[src/rtl/icsq_pkg.sv]
package icsq_pkg;

   typedef enum logic [2:0] {
      PH_IF_ADDR,
      PH_IF_WAIT,
      PH_IF_IR,
      PH_DECODE,
      PH_OF_WAIT,
      PH_EX_START,
      PH_EX_WAIT,
      PH_ST_WAIT
   } phase_t;

   typedef struct packed {
      logic need_opnd;
      logic to_mem;
      logic ea_rel;
   } dec_t;

endpackage

[src/rtl/icsq_decode.sv]
module icsq_decode
   import icsq_pkg::*;
#(
   parameter int unsigned ADDR_W    = 16,
   parameter int unsigned DATA_W    = 8,
   parameter int unsigned OFS_W     = 5,
   parameter int unsigned DATA_BASE = 'h100,
   parameter bit          REL_EN    = 1'b1
) (
   input  logic [DATA_W-1:0] ir,
   input  logic [ADDR_W-1:0] pc,
   output dec_t              dec,
   output logic [ADDR_W-1:0] ea
);
   localparam int unsigned CLS_HI  = DATA_W - 1;
   localparam int unsigned MODE_B  = DATA_W - 3;
   localparam int unsigned PAD_W   = ADDR_W - OFS_W;

   logic [ADDR_W-1:0] ofs_ext;
   logic [ADDR_W-1:0] base_abs;

   assign ofs_ext  = {{PAD_W{1'b0}}, ir[OFS_W-1:0]};
   assign base_abs = ADDR_W'(DATA_BASE);

   assign dec.need_opnd = ir[CLS_HI-1];
   assign dec.to_mem    = ir[CLS_HI];

   generate
      if (REL_EN) begin : g_rel
         assign dec.ea_rel = ir[MODE_B];
         assign ea = ir[MODE_B] ? (pc + ofs_ext) : (base_abs + ofs_ext);
      end else begin : g_abs
         logic unused_rel;
         assign unused_rel = ^{pc, ir[MODE_B]};
         assign dec.ea_rel = 1'b0;
         assign ea = base_abs + ofs_ext;
      end
   endgenerate

endmodule

[src/rtl/icsq_ctrl.sv]
module icsq_ctrl
   import icsq_pkg::*;
#(
   parameter int unsigned ADDR_W = 16,
   parameter int unsigned DATA_W = 8
) (
   input  logic              clk,
   input  logic              rst_n,
   input  dec_t              dec,
   input  logic [ADDR_W-1:0] ea,
   output logic [DATA_W-1:0] ir,
   output logic [ADDR_W-1:0] pc,
   output logic [ADDR_W-1:0] mem_addr,
   output logic              mem_ce,
   output logic              mem_rw,
   output logic [DATA_W-1:0] mem_wdata,
   input  logic [DATA_W-1:0] mem_rdata,
   input  logic              mem_ack,
   output logic              alu_start,
   output logic [DATA_W-1:0] alu_a,
   input  logic              alu_done,
   input  logic [DATA_W-1:0] alu_result,
   output logic              instr_done
);
   phase_t            ph;
   logic [ADDR_W-1:0] pc_q, mar_q;
   logic [DATA_W-1:0] mdr_q, ir_q, opnd_q, res_q;
   logic              ce_q, rw_q, done_q;
   logic              unused_dec;

   assign unused_dec = dec.ea_rel;

   always_ff @(posedge clk or negedge rst_n) begin
      if (!rst_n) begin
         ph     <= PH_IF_ADDR;
         pc_q   <= '0;
         mar_q  <= '0;
         mdr_q  <= '0;
         ir_q   <= '0;
         opnd_q <= '0;
         res_q  <= '0;
         ce_q   <= 1'b0;
         rw_q   <= 1'b1;
         done_q <= 1'b0;
      end else begin
         done_q <= 1'b0;
         case (ph)
            PH_IF_ADDR: begin
               mar_q <= pc_q;
               ce_q  <= 1'b1;
               rw_q  <= 1'b1;
               ph    <= PH_IF_WAIT;
            end
            PH_IF_WAIT: if (mem_ack) begin
               mdr_q <= mem_rdata;
               ce_q  <= 1'b0;
               ph    <= PH_IF_IR;
            end
            PH_IF_IR: begin
               ir_q <= mdr_q;
               pc_q <= pc_q + 1'b1;
               ph   <= PH_DECODE;
            end
            PH_DECODE: begin
               if (dec.need_opnd) begin
                  mar_q <= ea;
                  ce_q  <= 1'b1;
                  rw_q  <= 1'b1;
                  ph    <= PH_OF_WAIT;
               end else begin
                  ph <= PH_EX_START;
               end
            end
            PH_OF_WAIT: if (mem_ack) begin
               opnd_q <= mem_rdata;
               ce_q   <= 1'b0;
               ph     <= PH_EX_START;
            end
            PH_EX_START: ph <= PH_EX_WAIT;
            PH_EX_WAIT: if (alu_done) begin
               res_q <= alu_result;
               if (dec.to_mem) begin
                  mar_q <= ea;
                  ce_q  <= 1'b1;
                  rw_q  <= 1'b0;
                  ph    <= PH_ST_WAIT;
               end else begin
                  done_q <= 1'b1;
                  ph     <= PH_IF_ADDR;
               end
            end
            PH_ST_WAIT: if (mem_ack) begin
               ce_q   <= 1'b0;
               rw_q   <= 1'b1;
               done_q <= 1'b1;
               ph     <= PH_IF_ADDR;
            end
            default: ph <= PH_IF_ADDR;
         endcase
      end
   end

   assign ir         = ir_q;
   assign pc         = pc_q;
   assign mem_addr   = mar_q;
   assign mem_ce     = ce_q;
   assign mem_rw     = rw_q;
   assign mem_wdata  = res_q;
   assign alu_start  = (ph == PH_EX_START);
   assign alu_a      = opnd_q;
   assign instr_done = done_q;


   req_hold_chk: assert property (@(posedge clk) disable iff (!rst_n)
      (mem_ce && !mem_ack) |=> (mem_ce && $stable(mem_addr) && $stable(mem_rw)));


   ce_drop_chk: assert property (@(posedge clk) disable iff (!rst_n)
      (mem_ce && mem_ack) |=> !mem_ce);


   start_pulse_chk: assert property (@(posedge clk) disable iff (!rst_n)
      alu_start |=> !alu_start);


   exec_quiet_chk: assert property (@(posedge clk) disable iff (!rst_n)
      alu_start |-> !mem_ce);


   done_pulse_chk: assert property (@(posedge clk) disable iff (!rst_n)
      instr_done |=> (!instr_done && mem_ce && mem_rw));


   store_end_chk: assert property (@(posedge clk) disable iff (!rst_n)
      (mem_ce && !mem_rw && mem_ack) |=> instr_done);

endmodule

[src/rtl/instr_cycle_seq.sv]
module instr_cycle_seq
   import icsq_pkg::*;
#(
   parameter int unsigned ADDR_W    = 16,
   parameter int unsigned DATA_W    = 8,
   parameter int unsigned OFS_W     = 5,
   parameter int unsigned DATA_BASE = 'h100,
   parameter bit          REL_EN    = 1'b1
) (
   input  logic              clk,
   input  logic              rst_n,
   output logic [ADDR_W-1:0] mem_addr,
   output logic              mem_ce,
   output logic              mem_rw,
   output logic [DATA_W-1:0] mem_wdata,
   input  logic [DATA_W-1:0] mem_rdata,
   input  logic              mem_ack,
   output logic              alu_start,
   output logic [DATA_W-1:0] alu_op,
   output logic [DATA_W-1:0] alu_a,
   input  logic              alu_done,
   input  logic [DATA_W-1:0] alu_result,
   output logic              instr_done
);
   generate
      if (DATA_W < OFS_W + 3) begin : g_bad_data_w
         $error("instr_cycle_seq: DATA_W too small for class, mode and offset fields");
      end
      if (ADDR_W <= OFS_W) begin : g_bad_addr_w
         $error("instr_cycle_seq: ADDR_W must exceed OFS_W");
      end
   endgenerate

   dec_t              dec;
   logic [ADDR_W-1:0] ea, pc;
   logic [DATA_W-1:0] ir;

   icsq_decode #(
      .ADDR_W(ADDR_W), .DATA_W(DATA_W), .OFS_W(OFS_W),
      .DATA_BASE(DATA_BASE), .REL_EN(REL_EN)
   ) u_dec (
      .ir(ir), .pc(pc), .dec(dec), .ea(ea)
   );

   icsq_ctrl #(.ADDR_W(ADDR_W), .DATA_W(DATA_W)) u_ctrl (
      .clk(clk), .rst_n(rst_n), .dec(dec), .ea(ea), .ir(ir), .pc(pc),
      .mem_addr(mem_addr), .mem_ce(mem_ce), .mem_rw(mem_rw),
      .mem_wdata(mem_wdata), .mem_rdata(mem_rdata), .mem_ack(mem_ack),
      .alu_start(alu_start), .alu_a(alu_a), .alu_done(alu_done),
      .alu_result(alu_result), .instr_done(instr_done)
   );

   assign alu_op = ir;

endmodule

[config.mk]
export PLATFORM = sky130hd
export DESIGN_NAME = instr_cycle_seq
export DESIGN_NICKNAME = d
export VERILOG_FILES = /design/src/rtl/icsq_pkg.sv /design/src/rtl/icsq_decode.sv /design/src/rtl/icsq_ctrl.sv /design/src/rtl/instr_cycle_seq.sv
export SDC_FILE = /design/constraint.sdc
export NUM_CORES = 1
export LEC_CHECK = 0
export BUFFER_PORTS_ARGS = -buffer_cell sky130_fd_sc_hd__buf_2
export CORE_MARGIN = 2
export CORE_UTILIZATION = 60
export DETAILED_ROUTE_END_ITERATION = 8
export PLACE_DENSITY = 0.85
export SYNTH_ARGS = -nofsm -noshare
export SYNTH_HDL_FRONTEND = slang
export SYNTH_HIERARCHICAL = 1
export SYNTH_SLANG_ARGS = --single-unit
export TNS_END_PERCENT = 100
[constraint.sdc]
create_clock -name clk -period 7.2 [get_ports clk]
set_input_delay 0.36 -clock clk [delete_from_list [all_inputs] [get_ports clk]]
set_output_delay 0.36 -clock clk [all_outputs]
set_load 0.05 [all_outputs]
==> results of run 1 <==
final cells by class:
cell class | count | area, um^2
timing repair buffer | 65 | 330
fill | 405 | 1680
inverter | 8 | 30.0
tap | 75 | 93.8
clock buffer | 9 | 124
multi-input combinational | 216 | 1800
sequential | 70 | 1750
clock inverter | 7 | 113
worst register-to-register path: stages (launching register included):
cell,delay [ns]
dfrtp_1,0.43
ha_1,0.26
fa_1,0.45
a211o_1,0.34
a21oi_1,0.52
or3_1,0.20
a21oi_1,0.07
mux2_2,0.27
mux2_2,0.27
stage by stage:
step / area (um^2) / std cells / total power, mW / util (%)
floorplan: 3660 / 308 / 1.47 / -
global placement: 4010 / 434 / 1.65 / 67.6
detailed placement: 4010 / 434 / 1.68 / 67.6
CTS: 4240 / 450 / 2.07 / 71.6
global route: 4240 / 450 / 2.17 / 71.6
finish: 4240 / 450 / 2.06 / 71.6
path summary, 6_finish.rpt:
path,end,startpoint,cells past startpoint,slack (ns)
max,u_ctrl/mem_addr[12]$_DFFE_PN0P_,u_ctrl/pc[0]$_DFFE_PN0P_,8,4.28
min,u_ctrl/mdr_q[3]$_DFFE_PN0P_,rst_n,2,0.21
max reg2reg,u_ctrl/mem_addr[12]$_DFFE_PN0P_,u_ctrl/pc[0]$_DFFE_PN0P_,8,4.28
min reg2reg,u_ctrl/pc[15]$_DFFE_PN0P_,u_ctrl/pc[15]$_DFFE_PN0P_,1,0.50
max in group asynchronous,u_ctrl/mem_wdata[3]$_DFFE_PN0P_,rst_n,2,6.42
min in group clk,u_ctrl/mem_wdata[5]$_DFFE_PN0P_,alu_result[5],2,0.25
where the power goes:
| group | total (mW) | internal, mW | leakage [nW] | switching (mW) |
|---|---|---|---|---|
| sequential | 0.681 | 0.528 | 0.890 | 0.153 |
| clock | 0.374 | 0.228 | 0.119 | 0.146 |
| combinational | 1.01 | 0.372 | 0.997 | 0.633 |
| total | 2.06 | 1.13 | 2.01 | 0.932 |
registers in the layout (all words and copies together) (netlist names):
| name | flops |
|---|---|
| u_ctrl/alu_a | 8 |
| u_ctrl/ph | 3 |
| u_ctrl/mem_ce | 1 |
| u_ctrl/mem_addr | 16 |
| u_ctrl/ir | 8 |
| u_ctrl/mem_rw | 1 |
| u_ctrl/instr_done | 1 |
| u_ctrl/mem_wdata | 8 |
| u_ctrl/mdr_q | 8 |
| u_ctrl/pc | 16 |
per-layer routing:
| layer | vias up | GRT usage, % | wire length (um) |
|---|---|---|---|
| li1 | 1249 | - | - |
| met1 | 1328 | 31.7 | 3250 |
| met2 | 107 | 36.0 | 3580 |
| met3 | 23 | 3.96 | 432 |
| met4 | 0 | 14.7 | 181 |
| met5 | - | 0 | 0 |
==> results.txt, run 1 <==
The required time of the critical path is 7.42 ns. The global-route usage over all layers is 23.7%. The wire-length estimate of the detail-placed layout is 5020 um. The signal on the critical path passes through ha_1 -> fa_1 -> a211o_1 -> a21oi_1 -> or3_1 -> a21oi_1 -> mux2_2 -> mux2_2. The count of cells resized by post-cts repair came out at 0. Once detail routing completed, the nets flagged for antenna violations numbered 0. The count of input and output buffers is 63. Once the floorplan was initialized, standard cells occupied 61.7% of the core. For this design, the slowest cell found on the critical path is a21oi_1. The number of pins exceeding their max-slew limit in the final report is 0.

For this run, the slowest stage of the critical path takes 0.52 ns. The clock root buffer master is clkbuf_8. After routing, the total negative slack on setup checks comes to 0 ns. The net count after synthesis came out at 335. The post-synthesis instance area came out at 3660 um^2.

Of all nets on the critical path, the largest fanout is 10. The maximum clock skew at final layout came out at 0.00590 ns. Synthesis produced 308 cells. The horizontal extent of the die is 82.1 um.

The final global-route overflow total came out at 0. In the layout the commonest cells are dfrtp_1, mux2_2, buf_2. The total area inside the core boundary comes to 5920 um^2. The initial antenna violation count came out at 0.

Counting both buffers and inverters, the worst setup path holds a total of 0. The area enclosed by the die boundary came out at 6730 um^2. The final-stage net count came out at 397. The pre-CTS worst setup slack came out at 4.36 ns.

The worst setup path is launched from a flip-flop. The worst setup slack after layout came out at 4.28 ns. Clock-pin slew was measured on the worst setup and hold paths at 0.07 ns.

The number of clock sinks came out at 70. The wire length after detailed routing came out at 7450 um. The number of buffers created by CTS came out at 9. The leakage power is 2.01 nW. In this run the count of I/O pins placed on the die edge is 64. The hold violation count in the final report is 0. The mean cell area of the mapped netlist came out at 11.9 um^2. The worst setup path is captured at a flip-flop. The transition time of the tightest slew-check pin is 0.868 ns. The buffer levels on the longest clock path came out at 2. The worst slew slack as a fraction of its limit is 42.1%. The routed length per placed instance came out at 16.6 um. The data arrival time of the worst path came out at 3.15 ns. The number of setup buffers added after CTS came out at 0. The detailed-routing iteration count for the pre-antenna-repair pass is 5.

The first global-routing pass estimated 12000 um of wire. The share of the clock period used by the worst path came out at 40.6%. The area growth from synthesis to layout came out at 16.0%. In this run, the number of DRC markers left after iteration 0 of detailed routing was 197.

The site row count is 28. The library cell used most frequently in the layout, excluding fill and tap cells, is dfrtp_1. The maximum number of pins on one net before global-route repair came out at 71. The repair_antennas step left the layout with diodes totalling 0. The number of maximum-capacitance constraint violations came out at 0. The time the final worst path needs with I/O delays and setup came out at 2.92 ns. Setup repair after global routing left no endpoint under its margin. The H-tree depth reported by CTS came out at 3. The critical path is of the flip-flop to flip-flop type.

The final hold slack is 0.208 ns. Of the cells placed in the final design, the portion with a size suffix greater than 1 is 42.1%. The clock reaches the later pin of the worst-skew pair after 0.34 ns. The flow ran to the end, and the final reports show no timing, DRC or antenna violations. The number of global-route vias before repair is 2605.

The number of hold buffers added after CTS was 0. The worst-case vdd ir drop came out at 0.316 mV. The number of vias in the routed layout came out at 2707. The min-delay analysis places its worst path in the category input port to asynchronous set/reset pin. Grouping stages by cell kind, the critical path spends the most delay in compound AO/OA/AOI/OAI gates. The floorplan die height is 82.1 um. The via count normalized by instance count came out at 6.02. The number of warning messages in the yosys log is 6. The remaining design rule violation count is 0. Static timing analysis puts the maximum clock frequency at 342 MHz. The count of endpoints failing setup in the final report is 0. The final estimated routing congestion in global placement is 0.784. TritonCTS built the clock tree. Power spread over the standard cell area amounts to 486 nW/um^2.
Power figures use the tool's default switching activity.
==> run 2, diff against run 1 <==
--- a/config.mk
+++ b/config.mk
@@ -7,9 +7,9 @@
 export LEC_CHECK = 0
 export BUFFER_PORTS_ARGS = -buffer_cell sky130_fd_sc_hd__buf_2
 export CORE_MARGIN = 2
-export CORE_UTILIZATION = 60
+export CORE_UTILIZATION = 51
 export DETAILED_ROUTE_END_ITERATION = 8
-export PLACE_DENSITY = 0.85
+export PLACE_DENSITY = 0.77
 export SYNTH_ARGS = -nofsm -noshare
 export SYNTH_HDL_FRONTEND = slang
 export SYNTH_HIERARCHICAL = 1
==> constraint.sdc (replaced) <==
create_clock -name clk -period 2.5 [get_ports clk]
set_input_delay 0.125 -clock clk [delete_from_list [all_inputs] [get_ports clk]]
set_output_delay 0.125 -clock clk [all_outputs]
set_load 0.05 [all_outputs]
==> run 2 against run 1 <==
  * Critical endpoint is now u_ctrl/mem_addr[4]$_DFFE_PN0P_
  * Global-route usage fell by 1.7 points
  * Maximum frequency rose by 22%
  * Die area is 17% higher
  * Clock-buffer cell count increased by 3
  * Via count down 0.48%
  * Sequential share of layout area down 1.6 points
==> results.txt, run 2 (synthesis results as in run 1) <==
The kind of critical path is flip-flop to flip-flop. CTS placed an instance of clkbuf_8 at the clock tree root. Setup total negative slack on the finished layout was measured at 0 ns. The maximum number of pins on one net before global-route repair is 71. After detailed placement, the total cell area comes to 4140 um^2. The worst setup path is captured at a flip-flop.

The first global-routing pass estimated 13100 um of wire. The horizontal extent of the die is 88.7 um. The clock slew at the register clock pins of the worst setup and hold paths came out at 0.07 ns. Setup repair after global routing left no endpoint under its margin. Max-cap violations in this run came to 0.

The count of endpoints failing setup in the final report came out at 0. The total power of the final layout is 5.96 mW. The utilization after layout came out at 64.3%. The initial antenna violation count came out at 0.

The slowest stage of the critical path is the dfrtp_2 cell. STA classifies the critical path startpoint as a flip-flop. The number of pins exceeding their max-slew limit in the final report was 0.

The data arrival time of the worst path came out at 2.63 ns. The cell that appears most often on the critical path is mux2_2. The start of the worst register-to-register path is u_ctrl/ir[0]$_DFFE_PN0P_. The final-stage net count came out at 416.

Derived from the worst setup path, the maximum achievable clock frequency is 417 MHz. On the final layout, the worst clock skew is 0.00909 ns. For met1 alone, demand over resource in global routing was 29.5%. Final hold analysis gives a worst-case slack of 0.0207 ns. For the worst setup path, the data required time is 2.73 ns. The global routing stage identified its most utilized layer as met2. The area growth from synthesis to layout came out at 20.8%. For this configuration, the core starts out at a cell density of 53.2%. The remaining design rule violation count came out at 0.

The via count normalized by instance count is 5.50. The number of DRC markers after the initial detailed-route iteration came out at 184. The wire length after detailed routing came out at 8030 um. The total overflow left after global routing is 0. The tightest min-delay check is of the input port to flip-flop type. The buffer levels on the longest clock path is 2. The global-route usage over all layers is 22.0%. At the end of routability-driven placement, the weighted congestion stood at 0.831. The clock reaches the later pin of the worst-skew pair after 0.35 ns. In this run the standard cell core region covers 6870 um^2. The floorplan die height is 88.7 um.

The top-level port count came out at 64. The count of input and output buffers is 63. The met3 capacity usage during global routing came out at 5.13%.

Broken down by cell family, the worst path's largest delay share belongs to multiplexers. At the pin with the least slew margin, the transition time is 0.573 ns. Walking the worst path, the cells encountered are ha_2 -> fa_2 -> a21o_1 -> a211oi_2 -> a21oi_1 -> mux2_2 -> mux2_2 -> mux2_2. The worst path uses 96.0% of the clock period.

The maximum fanout encountered on the critical timing path is 4. The total inserted antenna cells came out at 0. In the final layout, the share of cells above drive strength 1 is 44.4%. The number of vias in the routed layout came out at 2694. The met2 track demand over resource in global routing came out at 35.4%. The number of clock sinks came out at 70. Leaving out fill and tap cells, the most frequent cells in the layout are mux2_2, dfrtp_1, buf_2.

The worst slew slack as a fraction of its limit is 61.8%. The post-detailed-route count of antenna-violating nets came out at 0. The number of buffers created by CTS came out at 9. The hold violation count in the final report is 0. The routed design could run at a clock period as short as 2.40 ns. The area enclosed by the die boundary is 7860 um^2. The number of global-route vias before repair came out at 2689. The flow ran to the end, and the final reports show no timing, DRC or antenna violations. TritonCTS built the clock tree. The count of buffering cells on the critical path with inverters included is 0. The routed length per placed instance is 16.4 um.

The worst-case vdd ir drop came out at 0.736 mV. The power density normalized to cell area is 1350 nW/um^2. Tracing the worst setup path back leads to its startpoint at u_ctrl/ir[0]$_DFFE_PN0P_. The leakage power came out at 2.08 nW.

The half-perimeter wire length of the detailed placement result is 5480 um. The H-tree depth reported by CTS came out at 3. The final instance area came out at 4420 um^2.

The beginning of the worst hold path is alu_result[6]. For this run, the slowest stage of the critical path takes 0.43 ns. The detailed-routing iteration count for the pre-antenna-repair pass is 4. The site row count is 30.
-- run 2: cell count changes in the layout (fill, tap and decap cells not counted), moves of 2 or more --
| cell | previous run | this run |
|---|---|---|
| buf_4 | 2 | 14 |
| bufinv_16 | 3 | 1 |
| clkbuf_1 | 0 | 2 |
| dlygate4sd3_1 | 0 | 6 |
-- run 2: worst reg2reg max path, stage by stage, from the launching register on --
cell	delay (ns)
dfrtp_2	0.43
ha_2	0.20
fa_2	0.36
a21o_1	0.21
a211oi_2	0.23
a21oi_1	0.07
mux2_2	0.28
mux2_2	0.26
mux2_2	0.25
-- run 2: final cells by class --
class | count | area, um^2
Clock buffer | 12 | 145
Clock inverter | 4 | 47.5
Fill cell | 556 | 2450
Inverter | 8 | 30.0
Multi-Input combinational cell | 216 | 1820
Sequential cell | 70 | 1750
Tap cell | 96 | 120
Timing Repair Buffer | 84 | 500
-- run 2: per-layer routing --
layer  share of wire (%)  up-vias
li1                    -     1290
met1                  44     1324
met2                  51       69
met3                 4.2       11
met4                 1.3        0
met5                   0        -
-- run 2: worst paths after layout --
kind	endpoint	slack, ns	depth (start not counted)
max	u_ctrl/mem_addr[4]$_DFFE_PN0P_	0.10	8
min	u_ctrl/mem_wdata[6]$_DFFE_PN0P_	0.02	2
max reg2reg	u_ctrl/mem_addr[4]$_DFFE_PN0P_	0.10	8
min reg2reg	u_ctrl/ir[4]$_DFFE_PN0P_	0.50	1
max in group asynchronous	u_ctrl/mem_rw$_DFFE_PN1P_	1.85	3
min in group asynchronous	u_ctrl/mdr_q[7]$_DFFE_PN0P_	0.33	3
-- run 2: power by group --
part,total [mW],internal (mW),switching [mW]
Sequential,1.88,1.52,0.353
Combinational,3.17,1.20,1.98
Clock,0.912,0.486,0.426
Total,5.96,3.21,2.76
-- run 2: what timing repair did --
action,4_1_cts,5_1_grt
hold buffers,6,0
endpoints found under the setup margin,2,11
pin swaps,0,2
endpoints found under the hold margin,74,0
resized for setup,2,3
setup buffers,0,2
-- run 2: per-stage QoR --
| step | std cells | setup slack, ns |
|---|---|---|
| 6_report | 490 | 0.101 |
| 3_3_place_gp | 466 | 0.0528 |
| 4_1_cts | 488 | 0.0589 |
| 2_1_floorplan | 308 | 0.00261 |
| 3_5_place_dp | 466 | 0.0183 |
| 5_1_grt | 490 | 0.00681 |
==> run 3, diff against run 2 <==
--- a/config.mk
+++ b/config.mk
@@ -7,11 +7,9 @@
 export LEC_CHECK = 0
 export BUFFER_PORTS_ARGS = -buffer_cell sky130_fd_sc_hd__buf_2
 export CORE_MARGIN = 2
-export CORE_UTILIZATION = 51
+export CORE_UTILIZATION = 30
 export DETAILED_ROUTE_END_ITERATION = 8
-export PLACE_DENSITY = 0.77
 export SYNTH_ARGS = -nofsm -noshare
 export SYNTH_HDL_FRONTEND = slang
 export SYNTH_HIERARCHICAL = 1
 export SYNTH_SLANG_ARGS = --single-unit
-export TNS_END_PERCENT = 100
==> run 3 against run 2 <==
  * Via count grew 0.71%
  * Total power is 4.3% higher
  * Sequential power about the same
  * Critical path depth increased by 2
==> results.txt, run 3 (synthesis results as in run 1) <==
The final-stage net count came out at 416. The share of cells above drive strength 1 came out at 45.4%. Setup violations remaining at the end of the flow were counted as 0. The number of pins exceeding their max-slew limit in the final report came out at 0. The global-route usage over all layers came out at 13.4%.

The worst hold path begins at alu_result[7]. The worst min-delay path class is input port to flip-flop. The critical path is of the flip-flop to flip-flop type. Dividing total power by cell area gives a power density of 1370 nW/um^2. The remaining design rule violation count came out at 0. The half-perimeter wire length of the detailed placement result came out at 5850 um. The total power of the final layout came out at 6.22 mW. STA classifies the critical path startpoint as a flip-flop. The cell count after placement is 522. The hold violation count in the final report came to 0.

The data arrival time of the worst path came out at 2.67 ns. The worst-case vdd ir drop came out at 0.782 mV. The clock slew at the register clock pins of the worst setup and hold paths came out at 0.06 ns. On the final layout, the worst clock skew is 0.00530 ns.

After floorplanning, the core was sized to cover 12000 um^2. The share of the clock period used by the worst path is 95.9%. The wire length of the first global-routing pass came out at 13800 um. Setup repair after global routing left no endpoint under its margin.

The worst slew slack as a fraction of its limit is 57.0%. The number of vias in the routed layout is 2713. The floorplan die height came out at 114 um. The flow ran to the end, and the final reports show no timing, DRC or antenna violations. The transition time of the tightest slew-check pin came out at 0.644 ns. The wire length after detailed routing came out at 8220 um. The detailed-routing iteration count for the pre-antenna-repair pass came out at 5. 0 antenna diodes ended up in the layout. Hold timing on the final database bottoms out at a slack of 0.0250 ns. The leakage power is 2.12 nW. The via count normalized by instance count came out at 5.01. The starting utilization of the core area came out at 30.6%.

The non-filler instance count after layout is 541. The insertion delay of the later-clocked pin in the worst-skew pair is 0.33 ns. The buffer levels on the longest clock path is 2.

TritonCTS built the clock tree. The number of clock sinks is 70. The area enclosed by the die boundary is 13100 um^2.

The time the final worst path needs with I/O delays and setup came out at 2.40 ns. The startpoint identified for the worst register-to-register timing path is u_ctrl/ir[0]$_DFFE_PN0P_. For this run the aggregate overflow at the end of global routing stands at 0.

The area growth from synthesis to layout came out at 24.2%. The top cell types in the final layout, fill and taps aside, are mux2_2, dfrtp_1, buf_2. The horizontal extent of the die is 114 um.

The H-tree depth reported by CTS came out at 3. In this run the worst setup path begins at u_ctrl/ir[0]$_DFFE_PN0P_. For the worst setup path, the data required time is 2.77 ns. 64 I/O pins were placed.

The filler cells instantiated in the layout total 1168. The number of global-route vias before repair is 2834. The floorplan has 40 rows.

The count of input and output buffers came out at 63. The number of DRC markers after the initial detailed-route iteration came out at 92. The nature of the critical path endpoint is a flip-flop. The maximum number of pins on one net before global-route repair came out at 32. The routed length per placed instance came out at 15.2 um. In this run the worst path has a maximum fanout of 6. Clock tree synthesis inserted a total of 9 buffers. Based on the critical path, the design can be clocked at up to 417 MHz.

The initial antenna violation count came out at 0. The clock root buffer master is clkbuf_16. The number of maximum-capacitance constraint violations is 0. The final estimated routing congestion in global placement came out at 0.801.

The detail route stage leaves a number of antenna-violating nets equal to 0.
[run 3: changes by cell type in the layout (fill, tap and decap cells not counted)]
cell	previous run	this run
a211oi_1	3	4
clkinv_2	2	3
a211oi_2	1	0
clkbuf_8	10	1
bufinv_16	1	0
dlygate4sd3_1	6	1
buf_4	14	19
clkbuf_16	0	9
[run 3: where the power goes]
part,switching (mW),leakage [nW],internal [mW],total (mW)
sequential,0.336,0.889,1.53,1.86
clock,0.464,0.132,0.693,1.16
combinational,1.98,1.10,1.22,3.20
total,2.78,2.12,3.43,6.22
[run 3: path summary, 6_finish.rpt]
path / cells after the start / slack (ns) / end
worst max-delay path: 10 / 0.10 / u_ctrl/mem_addr[10]$_DFFE_PN0P_
min in group asynchronous: 2 / 0.37 / u_ctrl/mdr_q[3]$_DFFE_PN0P_
worst min-delay path: 2 / 0.03 / u_ctrl/mem_wdata[7]$_DFFE_PN0P_
max in group asynchronous: 3 / 1.42 / u_ctrl/mem_rw$_DFFE_PN1P_
worst max register to register: 10 / 0.10 / u_ctrl/mem_addr[10]$_DFFE_PN0P_
worst min register to register: 1 / 0.50 / u_ctrl/mem_wdata[3]$_DFFE_PN0P_
[run 3: area by class of cell]
| cell class | instances | area (um^2) | area share [%] |
|---|---|---|---|
| Sequential cell | 70 | 1750 | 38.6 |
| Clock inverter | 4 | 22.5 | 0.496 |
| Clock buffer | 12 | 246 | 5.43 |
| Tap cell | 147 | 184 | 4.05 |
| Inverter | 8 | 30.0 | 0.661 |
| Timing Repair Buffer | 84 | 488 | 10.7 |
| Multi-Input combinational cell | 216 | 1820 | 40.0 |
[run 3: metal layers]
metal,share of wire [%],vias up,global-route usage (%)
met5,0,-,0
met4,0.94,0,4.55
met3,4.6,8,3.60
met2,50,71,22.2
met1,44,1351,16.9
li1,-,1283,-
[run 3: timing repair]
| action | CTS | global route |
|---|---|---|
| resized for setup | 2 | 1 |
| buffers inserted | 2 | 0 |
| pin swaps | 2 | 1 |
| endpoints found under the hold margin | 25 | 0 |
| endpoints found under the setup margin | 5 | 6 |
| hold buffers | 1 | 0 |
[run 3: critical path: stages, from the launching register on]
cell and delay [ns]:
dfrtp_2 0.40, ha_2 0.20, fa_2 0.37, a211o_1 0.33, a21oi_4 0.22, buf_4 0.18
buf_4 0.10, o21ai_0 0.09, a21oi_1 0.15, mux2_2 0.16, mux2_2 0.13
[run 3: stage by stage]
stage	instance area, um^2	TNS (ns)	utilization [%]	setup slack (ns)
floorplan	3670	0	-	0.00261
global placement	4240	0	35.5	0.00810
detailed placement	4240	-0.0266	35.5	-0.0266
CTS	4540	0	37.9	0.0630
global route	4540	0	38.0	0.0105
finish	4540	0	38.0	0.102
